### config.mk
export PLATFORM = sky130hd
export DESIGN_NAME = pwr_batch_engine
export DESIGN_NICKNAME = d
export VERILOG_FILES = /design/src/rtl/pwr_batch_engine.sv
export SDC_FILE = /design/constraint.sdc
export NUM_CORES = 1
export LEC_CHECK = 0
export BUFFER_PORTS_ARGS = -buffer_cell sky130_fd_sc_hd__clkbuf_2
export CAP_MARGIN = 5
export CELL_PAD_IN_SITES_DETAIL_PLACEMENT = 1
export CELL_PAD_IN_SITES_GLOBAL_PLACEMENT = 2
export CORE_ASPECT_RATIO = 0.5
export CORE_MARGIN = 4
export CORE_UTILIZATION = 38
export CTS_CLUSTER_SIZE = 24
export DETAILED_ROUTE_END_ITERATION = 12
export PLACE_DENSITY_LB_ADDON = 0.1
export SLEW_MARGIN = 30
export SYNTH_ARGS = -nofsm -noshare
export SYNTH_HDL_FRONTEND = slang
export SYNTH_SLANG_ARGS = --single-unit
### constraint.sdc
create_clock -name clk -period 7 [get_ports clk]
set_clock_uncertainty 0.15 [all_clocks]
set_input_delay 2.1 -clock clk [delete_from_list [all_inputs] [get_ports clk]]
set_output_delay 2.1 -clock clk [all_outputs]
set_load 0.005 [all_outputs]
### src/rtl/pwr_batch_engine.sv
module pwr_batch_engine #(
  parameter int          MAX_REGS = 5,
  parameter logic [7:0]  MSG_CODE = 8'hFF
) (
  input  logic                      clk,
  input  logic                      rst_n,
  input  logic                      start,
  input  logic [7:0]                msg_code,
  input  logic [3:0]                sub_cmd,
  input  logic [7:0]                pay_len,
  input  logic [3*MAX_REGS*8-1:0]   payload,
  output logic                      busy,
  output logic                      done,
  output logic                      err,
  output logic [7:0]                err_code,
  output logic [MAX_REGS*8-1:0]     resp_data,
  output logic [15:0]               rf_addr,
  output logic                      rf_re,
  output logic                      rf_we,
  output logic [7:0]                rf_wdata,
  input  logic [7:0]                rf_rdata
);
  localparam int PB = 3 * MAX_REGS;
  localparam int CW = $clog2(MAX_REGS + 1);
  localparam logic [7:0] E_NONE = 8'd0, E_MSG = 8'd1, E_SUB = 8'd2, E_LEN = 8'd3;
  localparam logic [1:0] OP_WR = 2'd0, OP_RD = 2'd1, OP_UPD = 2'd2;

  typedef enum logic [1:0] {S_IDLE, S_RUN, S_FIN} st_t;

  st_t              st;
  logic [PB*8-1:0]  pay;
  logic [1:0]       op;
  logic [CW-1:0]    cnt, idx;
  logic             err_q;
  logic [7:0]       code_q;

  logic             len_ok;
  logic [CW-1:0]    n_val;
  logic [7:0]       chk_code;

  always_comb begin
    len_ok = 1'b0;
    n_val  = '0;
    for (int k = 1; k <= MAX_REGS; k++) begin
      if (sub_cmd == 4'd0 && pay_len == 8'(3 * k)) begin
        len_ok = 1'b1;
        n_val  = CW'(k);
      end
      if (sub_cmd == 4'd1 && pay_len == 8'(2 * k)) begin
        len_ok = 1'b1;
        n_val  = CW'(k);
      end
    end
    if (sub_cmd == 4'd2 && pay_len == 8'd4) begin
      len_ok = 1'b1;
      n_val  = CW'(1);
    end
    if (msg_code != MSG_CODE)   chk_code = E_MSG;
    else if (sub_cmd > 4'd2)    chk_code = E_SUB;
    else if (!len_ok)           chk_code = E_LEN;
    else                        chk_code = E_NONE;
  end

  logic        run;
  logic [7:0]  wr_byte, upd_val, upd_mask;

  assign run      = (st == S_RUN);
  assign rf_addr  = run ? pay[int'(idx)*16 +: 16] : 16'd0;
  assign wr_byte  = pay[(2*int'(cnt) + int'(idx))*8 +: 8];
  assign upd_val  = pay[23:16];
  assign upd_mask = pay[31:24];
  assign rf_we    = run && (op != OP_RD);
  assign rf_re    = run && (op != OP_WR);
  assign rf_wdata = (op == OP_UPD) ? ((rf_rdata & ~upd_mask) | (upd_val & upd_mask)) : wr_byte;

  assign busy     = (st != S_IDLE);
  assign done     = (st == S_FIN);
  assign err      = err_q;
  assign err_code = code_q;

  always_ff @(posedge clk or negedge rst_n) begin
    if (!rst_n) begin
      st        <= S_IDLE;
      pay       <= '0;
      op        <= OP_WR;
      cnt       <= '0;
      idx       <= '0;
      err_q     <= 1'b0;
      code_q    <= E_NONE;
      resp_data <= '0;
    end else begin
      case (st)
        S_IDLE: if (start) begin
          resp_data <= '0;
          err_q     <= (chk_code != E_NONE);
          code_q    <= chk_code;
          idx       <= '0;
          if (chk_code != E_NONE) begin
            st <= S_FIN;
          end else begin
            st  <= S_RUN;
            pay <= payload;
            op  <= sub_cmd[1:0];
            cnt <= n_val;
          end
        end
        S_RUN: begin
          if (op == OP_RD) resp_data[int'(idx)*8 +: 8] <= rf_rdata;
          if (idx == cnt - CW'(1)) st <= S_FIN;
          else                     idx <= idx + CW'(1);
        end
        default: st <= S_IDLE;
      endcase
    end
  end


  done_pulse_chk: assert property (@(posedge clk) disable iff (!rst_n) done |=> !done);


  rejected_no_access_chk: assert property (@(posedge clk) disable iff (!rst_n)
    (done && err) |-> ($past(st) == S_IDLE));


  status_code_chk: assert property (@(posedge clk) disable iff (!rst_n)
    done |-> (err == (err_code != E_NONE)));


  idx_range_chk: assert property (@(posedge clk) disable iff (!rst_n)
    run |-> (idx < cnt) && (cnt != '0));


  busy_hold_chk: assert property (@(posedge clk) disable iff (!rst_n)
    (busy && start) |=> $stable(cnt) && $stable(op));


  upd_single_chk: assert property (@(posedge clk) disable iff (!rst_n)
    (run && op == OP_UPD) |=> done);
endmodule

==> metrics, run 1 <==
hold crit path type=register to register; worst stage delay on the critical path=0.80 ns; top cells by area, synth=dfrtp_1 47%, mux2_2 12%, mux4_2 12%; FMAX=185.2 MHz; clk slew on worst S/H paths=0.06 ns; sequential share of the synthesized area=0.4678; P_sw=482.7 uW; fillers=2,554; Max VDD drop=0.0001369 V; Hold Vio Cnt, Final=0; Critical Path, Cell by Cell=ha_2 -> buf_4 -> mux4_2 -> mux2_2 -> nand2_1 -> nand3_1 -> clkbuf_2; CTS tree=built; cts hold-fix bufs=0; Netlist cell types=59; drt pass-1 iters=4; sw frac=0.2303; delay-heaviest family, CP=multiplexers; Setup crit end kind=output pin; Die Area=0.02706 mm2; unrepaired setup endpoints after global routing=false; crit path buf inv count=2; Slew Viols, Final=0; combinational share of power=0.054; Post-Synthesis Cells=738; Post-DP HPWL=21,380 um; post-DR vias/cell=5.494; Die W=228.7 um; antenna violations before repair=0; Area Overhead vs Synth=21.26%; Reg power frac=0.478; Synth Register Bits=173; Initial Utilization=0.3860; relative slew slack=0.3157; final WL=29,070 um; multi-input logic area=0.004594 mm2; # nets final=1,097; Internal Power=1.614 mW; Post-synth EDFFs=0; Final Wtd Congestion=0.7920; Synth area leader=dfrtp_1; Routed Antenna Nets=0; Synth Warn #=0; Slowest cell on crit path=ha_2; Root Buffer=clkbuf_16; std cell rows=40; first-pass GRT wire length=45,800 um; synthesized area=0.009254 mm2; CTS Buffer Depth=2; commonest non-fill, non-tap cell in the layout=clkbuf_2; commonest cells after routing, fill and taps aside=220 x clkbuf_2, 171 x dfrtp_1, 99 x mux2_2; layout cell share with drive strength beyond 1=0.4437; Final Critical Period=5.400 ns; Core Region=0.02397 mm2; Num CTS Buffers=17; Via Count=6,955; Clock power frac=0.468; max-cap viol count=0; I/O Buffers=221; largest net degree at the start of global routing=95; total gr overflow=0; wire per inst=22.96 um; ant diodes=0; worst-path maximum fanout=23; Max H-tree Level=4; Worst-Skew Late Latency=0.44 ns; Clock Sinks=173; Avg Cell Area, Syn=12.54 um2; worst setup path category=register to output pin; Layout Utilization=0.4681; CP Data Arrival Time=3.15 ns; total area of sequential cells=0.004334 mm2; Worst Max-Slew Pin Slew=1.019 ns; status=completed; Post-synth ARST share=1.000; Pwr Density=186.8 mW/mm2; # DRC=0; vias in the first global route=7,447; Worst Setup Start Kind=register; number of gates resized after CTS=0; Crit path required time=4.75 ns; Setup Buffers After CTS=0; Tot GR Track Use=0.2221; Yosys top cell area share=0.4678; initial drt markers=387; fin crit share=0.7714; Final setup viols=0; prevailing post-synth register cell=dfrtp_1; leakage=5.398 nW; Die H=118.3 um; setup total negative slack=0 ns; total power=2.096 mW; Ports=228
[state kept, by name, summed over array words and instances (netlist names)]
| name | cells |
|---|---|
| cnt | 3 |
| err | 1 |
| err_code | 2 |
| idx | 3 |
| op | 2 |
| pay | 120 |
| resp_data | 40 |
| st | 2 |
[power by group through the flow]
| stage | logic [mW] | registers, mW | clock network [mW] |
|---|---|---|---|
| 3_3_place_gp | 0.113 | 1.02 | 0 |
| 2_1_floorplan | 0.0325 | 1.02 | 0 |
| 5_1_grt | 0.126 | 1.00 | 1.06 |
| 6_report | 0.112 | 1.00 | 0.982 |
| 3_5_place_dp | 0.115 | 1.02 | 0 |
| 4_1_cts | 0.115 | 1.00 | 1.01 |
[layer usage]
layer	wire length (um)	global-route usage	part of all wire
met1	13970	0.3246	0.48
met5	0	0	0
met2	13400	0.3376	0.46
met3	1328	0.04865	0.046
met4	367	0.05386	0.013
[final cells by class]
class	instances	area share
multi-input cells	489	0.4095
repair buffers	233	0.1083
clock inverters	10	0.01238
flip-flops and latches	173	0.3863
well taps	315	0.03512
clock buffers	21	0.04014
inverters	25	0.008363
[per-stage QoR]
step,area [um2],cells,setup slack (ns),hold WS [ns]
after global placement,10610,1235,1.832,0.3193
final,11220,1266,1.600,0.3368
after global routing,11220,1266,1.402,0.3701
after floorplan,9273,743,2.269,0.3205
after CTS,11220,1266,1.533,0.3470
after detailed placement,10630,1235,1.847,0.3328
[worst paths after layout]
check	from	to	slack (ns)	cells after the start
min reg2reg	err_code[1]	err_code[1]	0.34	2
max	cnt[0]	rf_wdata[4]	1.60	7
max in group asynchronous	rst_n	resp_data[2]	3.97	2
min	err_code[1]	err_code[1]	0.34	2
min in group asynchronous	rst_n	pay[74]	1.49	1
max reg2reg	idx[2]	resp_data[22]	3.13	7
[cell usage after synthesis (all sizes together) (2+ instances only)]
master and number:
dfrtp 173, mux2 146, nand2 66, mux4 48, buf 32, o21ai 25
clkbuf 24, inv 24, nor2 23, nand3 21, o211ai 19, a22o 16
mux2i 16, a21oi 12, nor3 11, o31ai 9, a221oi 8, ha 6
nor2b 5, a211oi 4, a21o 3, nand4 3, or2 3, xor2 3
a31oi 2, and4b 2, nand2b 2, nand3b 2, nand4bb 2, nor3b 2
nor4 2, o21a 2, xnor2 2
[cell families (layout without fill, tap and decap cells)]
kind of cell / count (synthesis) / in the layout / share of synthesized area
AO/OA/AOI/OAI: 107 / 107 / 0.08221
XOR/XNOR: 6 / 6 / 0.007167
adder cells (fa/ha/maj): 7 / 7 / 0.01028
buffers and inverters: 81 / 289 / 0.04124
flip-flops: 173 / 173 / 0.4678
multiplexers: 210 / 210 / 0.3118
other: 1 / 6 / 0.0004052
AND/OR/NAND/NOR: 153 / 153 / 0.07910
[worst reg2reg max path, delay by kind of cell, from the launching register on]
family / cells / cell delay [ns]
AOI/OAI and AO/OA: 1 / 0.22
adders and majority gates: 1 / 0.65
buffers and inverters: 2 / 1.05
DFF: 1 / 0.38
and+or+nand+nor: 3 / 1.34
(Power assumes the default switching activity.)
==> run 2: changes to the inputs <==
Settings changed: CORE_UTILIZATION 38 to 32.
Clock period 7 ns to 4.4 ns, I/O delays scaled along.
==> metrics, run 2 (same netlist as run 1, synthesis figures left out) <==
std cell rows=43 (+7.5%); unrepaired setup endpoints after global routing=false; Slew Viols, Final=0 (unchanged); Final Critical Period=4.189 ns; placed cell count=1,320 (+6.9%); setup total negative slack=0 ns (unchanged); CTS Buffer Depth=2 (unchanged); Routed Antenna Nets=0 (unchanged); P_sw=797.3 uW (+65%); Clock Sinks=173 (unchanged); worst stage delay on the critical path=0.57 ns (-0.23 ns); number of flip-flops in the largest register=120 (unchanged); Core Region=0.02808 mm2 (+17%); drt pass-1 iters=5 (+1); Design Area, Final=0.01154 mm2 (+2.8%); Slowest cell on crit path=mux4_2; final WL=30,290 um (+4.2%); wire per inst=22.37 um (-2.6%); # DRC=0 (unchanged); relative slew slack=0.4326 (+0.1169); Critical Path, Cell by Cell=ha_2 -> buf_12 -> mux4_2 -> mux2_2 -> nand2_1 -> nand3_1 -> clkbuf_2; CP Data Arrival Time=2.72 ns (-0.43 ns); antenna violations before repair=3 (+3); top flop regs=pay x120, resp_data x40; Final Wtd Congestion=0.7862 (-0.73%); first-pass GRT wire length=46,310 um (+1.1%); hold crit path type=register to register; FMAX=238.7 MHz; Reg power frac=0.462 (-0.016); Max H-tree Level=4 (unchanged); Area Overhead vs Synth=24.69%; Die W=248.5 um (+8.7%); Via Count=6,943 (-0.17%); max-cap viol count=0 (unchanged); delay-heaviest family, CP=multiplexers; Hold Vio Cnt, Final=0 (unchanged); I/O Buffers=221 (unchanged); combinational share of power=0.053 (about the same); fillers=3,057 (+20%); non-filler cells, final=1,354 (+7.0%); Crit path required time=2.93 ns (-1.82 ns); Post-DP HPWL=22,270 um (+4.2%); vias in the first global route=7,436 (-0.15%); fin crit share=0.9520; Die H=128.2 um (+8.4%); total gr overflow=0 (unchanged); Setup Buffers After CTS=0 (unchanged); sw frac=0.2313 (+0.001013); Initial Utilization=0.3295 (-0.05651); commonest cells after routing, fill and taps aside=220 x clkbuf_2, 171 x dfrtp_1, 99 x mux2_2; Worst Max-Slew Pin Slew=0.8446 ns (-0.1740 ns); total power=3.447 mW (+64%); largest net degree at the start of global routing=95 (unchanged); Clock power frac=0.484 (+0.016); initial drt markers=389 (+0.52%); Largest Register=pay; Max VDD drop=0.0002882 V (+110%); status=completed; Ports=228 (unchanged); Setup crit end kind=output pin; Die Area=0.03187 mm2 (+18%); Final setup viols=0 (unchanged); Root Buffer=clkbuf_16; Reg2Reg Setup Slack=1.15 ns (-1.98 ns); post-DR vias/cell=5.128 (-6.7%); Tot GR Track Use=0.1921 (-0.02993); worst-path maximum fanout=14 (-39%); commonest non-fill, non-tap cell in the layout=clkbuf_2; Worst Setup Start Kind=register; # nets final=1,115 (+1.6%); leakage=5.525 nW (+2.3%); Num CTS Buffers=17 (unchanged); clk slew on worst S/H paths=0.06 ns (about the same); crit path buf inv count=2 (unchanged); layout cell share with drive strength beyond 1=0.4536 (+0.009865); worst setup path category=register to output pin; Pwr Density=298.8 mW/mm2 (+60%); Worst-Skew Late Latency=0.44 ns (about the same); Internal Power=2.650 mW (+64%); placed cell areas=0.01088 mm2 (+2.4%); CTS tree=built
## run 2: changes by cell type in the layout (fill, tap and decap cells not counted), moves of 2 or more
cell and delta:
buf_4 +13, buf_12 +4, clkbuf_1 -2, clkbuf_8 +2
clkinv_2 -2, diode_2 +2, inv_6 +2, nor3_1 +2
nor3_2 -2
## run 2: repair_timing
action	4_1_cts	5_1_grt
endpoints found under the setup margin	0	1
resized for setup	0	1
hold buffers	0	0
## run 2: path summary, 6_finish.rpt
| check | from | end | depth (start not counted) |
|---|---|---|---|
| max reg2reg | idx[1] | resp_data[18] | 8 |
| min | err_code[1] | err_code[1] | 2 |
| min in group asynchronous | rst_n | pay[87] | 1 |
| min reg2reg | err_code[1] | err_code[1] | 2 |
| max in group asynchronous | rst_n | pay[19] | 2 |
| max | cnt[0] | rf_wdata[2] | 7 |
## run 2: final cells by class
class	count	area (um2)	area share
sequential	173	4334	0.3756
multi-input combinational	489	4581	0.3970
timing repair buffer	251	1406	0.1219
clock buffer	20	456.7	0.03958
clock inverter	12	183.9	0.01594
inverter	25	93.84	0.008133
tap	382	478.0	0.04142
antenna	2	5.005	0.0004337
## run 2: through the flow
stage	hold slack [ns]	setup slack (ns)	utilization
after global placement	0.3335	0.6220	0.3875
after detailed placement	0.3447	0.4753	0.3875
after global routing	0.3814	0.04306	0.4109
final	0.3589	0.2114	0.4109
after CTS	0.3650	0.1403	0.4103
after floorplan	0.3205	0.5672	-
## run 2: power by group through the flow
stage               clock network [mW]  logic (mW)  registers (mW)
floorplan                            0      0.0517            1.62
global placement                     0       0.186            1.62
detailed placement                   0       0.189            1.62
CTS                               1.72       0.190            1.59
global route                      1.79       0.207            1.59
finish                            1.67       0.184            1.59
## run 2: layer usage
metal  vias up  share of wire  GRT usage
li1       3173              -          -
met1      3581           0.46     0.2644
met2       161           0.47     0.3042
met3        28          0.054    0.04764
met4         0          0.015    0.05502
met5         -              0          0
## run 2: worst min-delay path, delay by kind of cell (launching register included)
family	cells	cell delay, ns
AO/OA/AOI/OAI	1	0.06
flip-flops	1	0.36
AND/OR/NAND/NOR	1	0.06
==> run 3: changes to the inputs <==
Settings changed: CORE_UTILIZATION 32 to 35.
Clock period 4.4 ns to 4.5 ns, I/O delays scaled along.
==> metrics, run 3 (same netlist as run 1, synthesis figures left out) <==
status=completed; CP Data Arrival Time=2.86 ns (+0.14 ns); total power=3.361 mW (-2.5%); first-pass GRT wire length=44,770 um (-3.3%); leakage=5.506 nW (-0.33%); drt pass-1 iters=4 (-1); Setup crit end kind=output pin; total gr overflow=0 (unchanged); Clock Sinks=173 (unchanged); worst-path maximum fanout=10 (-4); Initial Utilization=0.3615 (+0.03200); clk slew on worst S/H paths=0.06 ns (about the same); Hold WS=0.3547 ns (-0.004148 ns); Routed Antenna Nets=0 (unchanged); initial drt markers=451 (+16%); number of gates resized after CTS=0 (unchanged); vias in the first global route=7,467 (+0.42%); wire per inst=22.46 um (+0.40%); Pwr Density=293.7 mW/mm2 (-1.7%); # nets final=1,111 (-0.36%); Final Critical Period=4.359 ns; HP Start=err_code[1]; P_sw=737.9 uW (-7.4%); placed cell areas=0.01080 mm2 (-0.76%); commonest cells after routing, fill and taps aside=220 x clkbuf_2, 171 x dfrtp_1, 99 x mux2_2; hold crit path type=register to register; unrepaired setup endpoints after global routing=false; number of flip-flops in the largest register=120 (unchanged); Internal Power=2.623 mW (-1.0%); largest net degree at the start of global routing=71 (-25%); final WL=29,400 um (-2.9%); setup total negative slack=0 ns (unchanged); max-cap viol count=0 (unchanged); Largest Register=pay; Tot GR Track Use=0.2036 (+0.01152); Design Area, Final=0.01144 mm2 (-0.85%); Worst Max-Slew Pin Slew=0.9415 ns (+0.09692 ns); layout cell share with drive strength beyond 1=0.4487 (-0.004904); Root Buffer=clkbuf_16; Max VDD drop=0.0002090 V (-27%); Hold Vio Cnt, Final=0 (unchanged); Final setup viols=0 (unchanged); std cell rows=41 (-4.7%); fin crit share=0.9686; Final Wtd Congestion=0.8093 (+2.9%); Crit path required time=3.00 ns (+0.07 ns); antenna violations before repair=2 (-1); FMAX=229.4 MHz; Slew Viols, Final=0 (unchanged); Die H=123.0 um (-4.1%); ant diodes=0 (-2); CTS tree=built; commonest non-fill, non-tap cell in the layout=clkbuf_2; Setup Buffers After CTS=0 (unchanged); Reg2Reg Setup Slack=1.06 ns (-0.09 ns); Max H-tree Level=4 (unchanged); post-DR vias/cell=5.283 (+3.0%); # DRC=0 (unchanged); Worst-Skew Late Latency=0.44 ns (about the same); top flop regs=pay x120, resp_data x40; Area Overhead vs Synth=23.63%; R2R Path Start=idx[0]; Worst Setup Start Kind=register; Via Count=6,915 (-0.40%); worst setup path category=register to output pin; Die Area=0.02926 mm2 (-8.2%); Clock power frac=0.483 (about the same); relative slew slack=0.3723 (-0.06028); Reg power frac=0.464 (+0.002); Core Region=0.02560 mm2 (-8.9%); Ports=228 (unchanged); sw frac=0.2196 (-0.01170); combinational share of power=0.053 (about the same); CTS Buffer Depth=2 (unchanged); Num CTS Buffers=17 (unchanged); Die W=238.0 um (-4.2%); Crit. Startpoint=cnt[0]; Post-DP HPWL=21,840 um (-1.9%); cts hold-fix bufs=0 (unchanged); I/O Buffers=221 (unchanged)
## run 3: stage by stage
step	util	instances	worst slack (ns)
after floorplan	-	743	0.6372
after global placement	0.4219	1278	0.6044
after detailed placement	0.4219	1278	0.4915
after CTS	0.4468	1309	0.1019
after global routing	0.4469	1309	0.03570
final	0.4469	1309	0.1413
## run 3: final cells by class
cell class	instances	area, um2
fillers	2759	14160
repair buffers	247	1370
inverters	25	93.84
flip-flops and latches	173	4334
clock buffers	20	446.7
clock inverters	11	190.2
multi-input cells	489	4576
well taps	344	430.4
## run 3: power groups by stage
stage | registers (mW) | clock network [mW] | logic [mW]
after floorplan | 1.59 | 0 | 0.0506
after global placement | 1.59 | 0 | 0.180
after detailed placement | 1.59 | 0 | 0.183
after CTS | 1.56 | 1.67 | 0.184
after global routing | 1.56 | 1.74 | 0.200
final | 1.56 | 1.62 | 0.178
## run 3: final timing paths
| kind | to | depth (start not counted) |
|---|---|---|
| min in group asynchronous | pay[87] | 1 |
| min reg2reg | err_code[1] | 2 |
| max in group asynchronous | pay[24] | 2 |
| min | err_code[1] | 2 |
| max reg2reg | resp_data[16] | 9 |
| max | rf_wdata[3] | 7 |
## run 3: per-layer routing
layer,wire length (um),track usage,vias up
met3,1551,0.04480,25
li1,-,-,3163
met5,0,0,-
met1,13890,0.2884,3581
met2,13580,0.3184,146
met4,368,0.05829,0
## run 3: critical path, cell delays in order, from the launching register on
cell and delay [ns]:
dfrtp_1 0.42, ha_2 0.59, buf_4 0.23, mux4_2 0.55
mux2_2 0.29, nand2_1 0.07, nand3_1 0.11, clkbuf_2 0.14
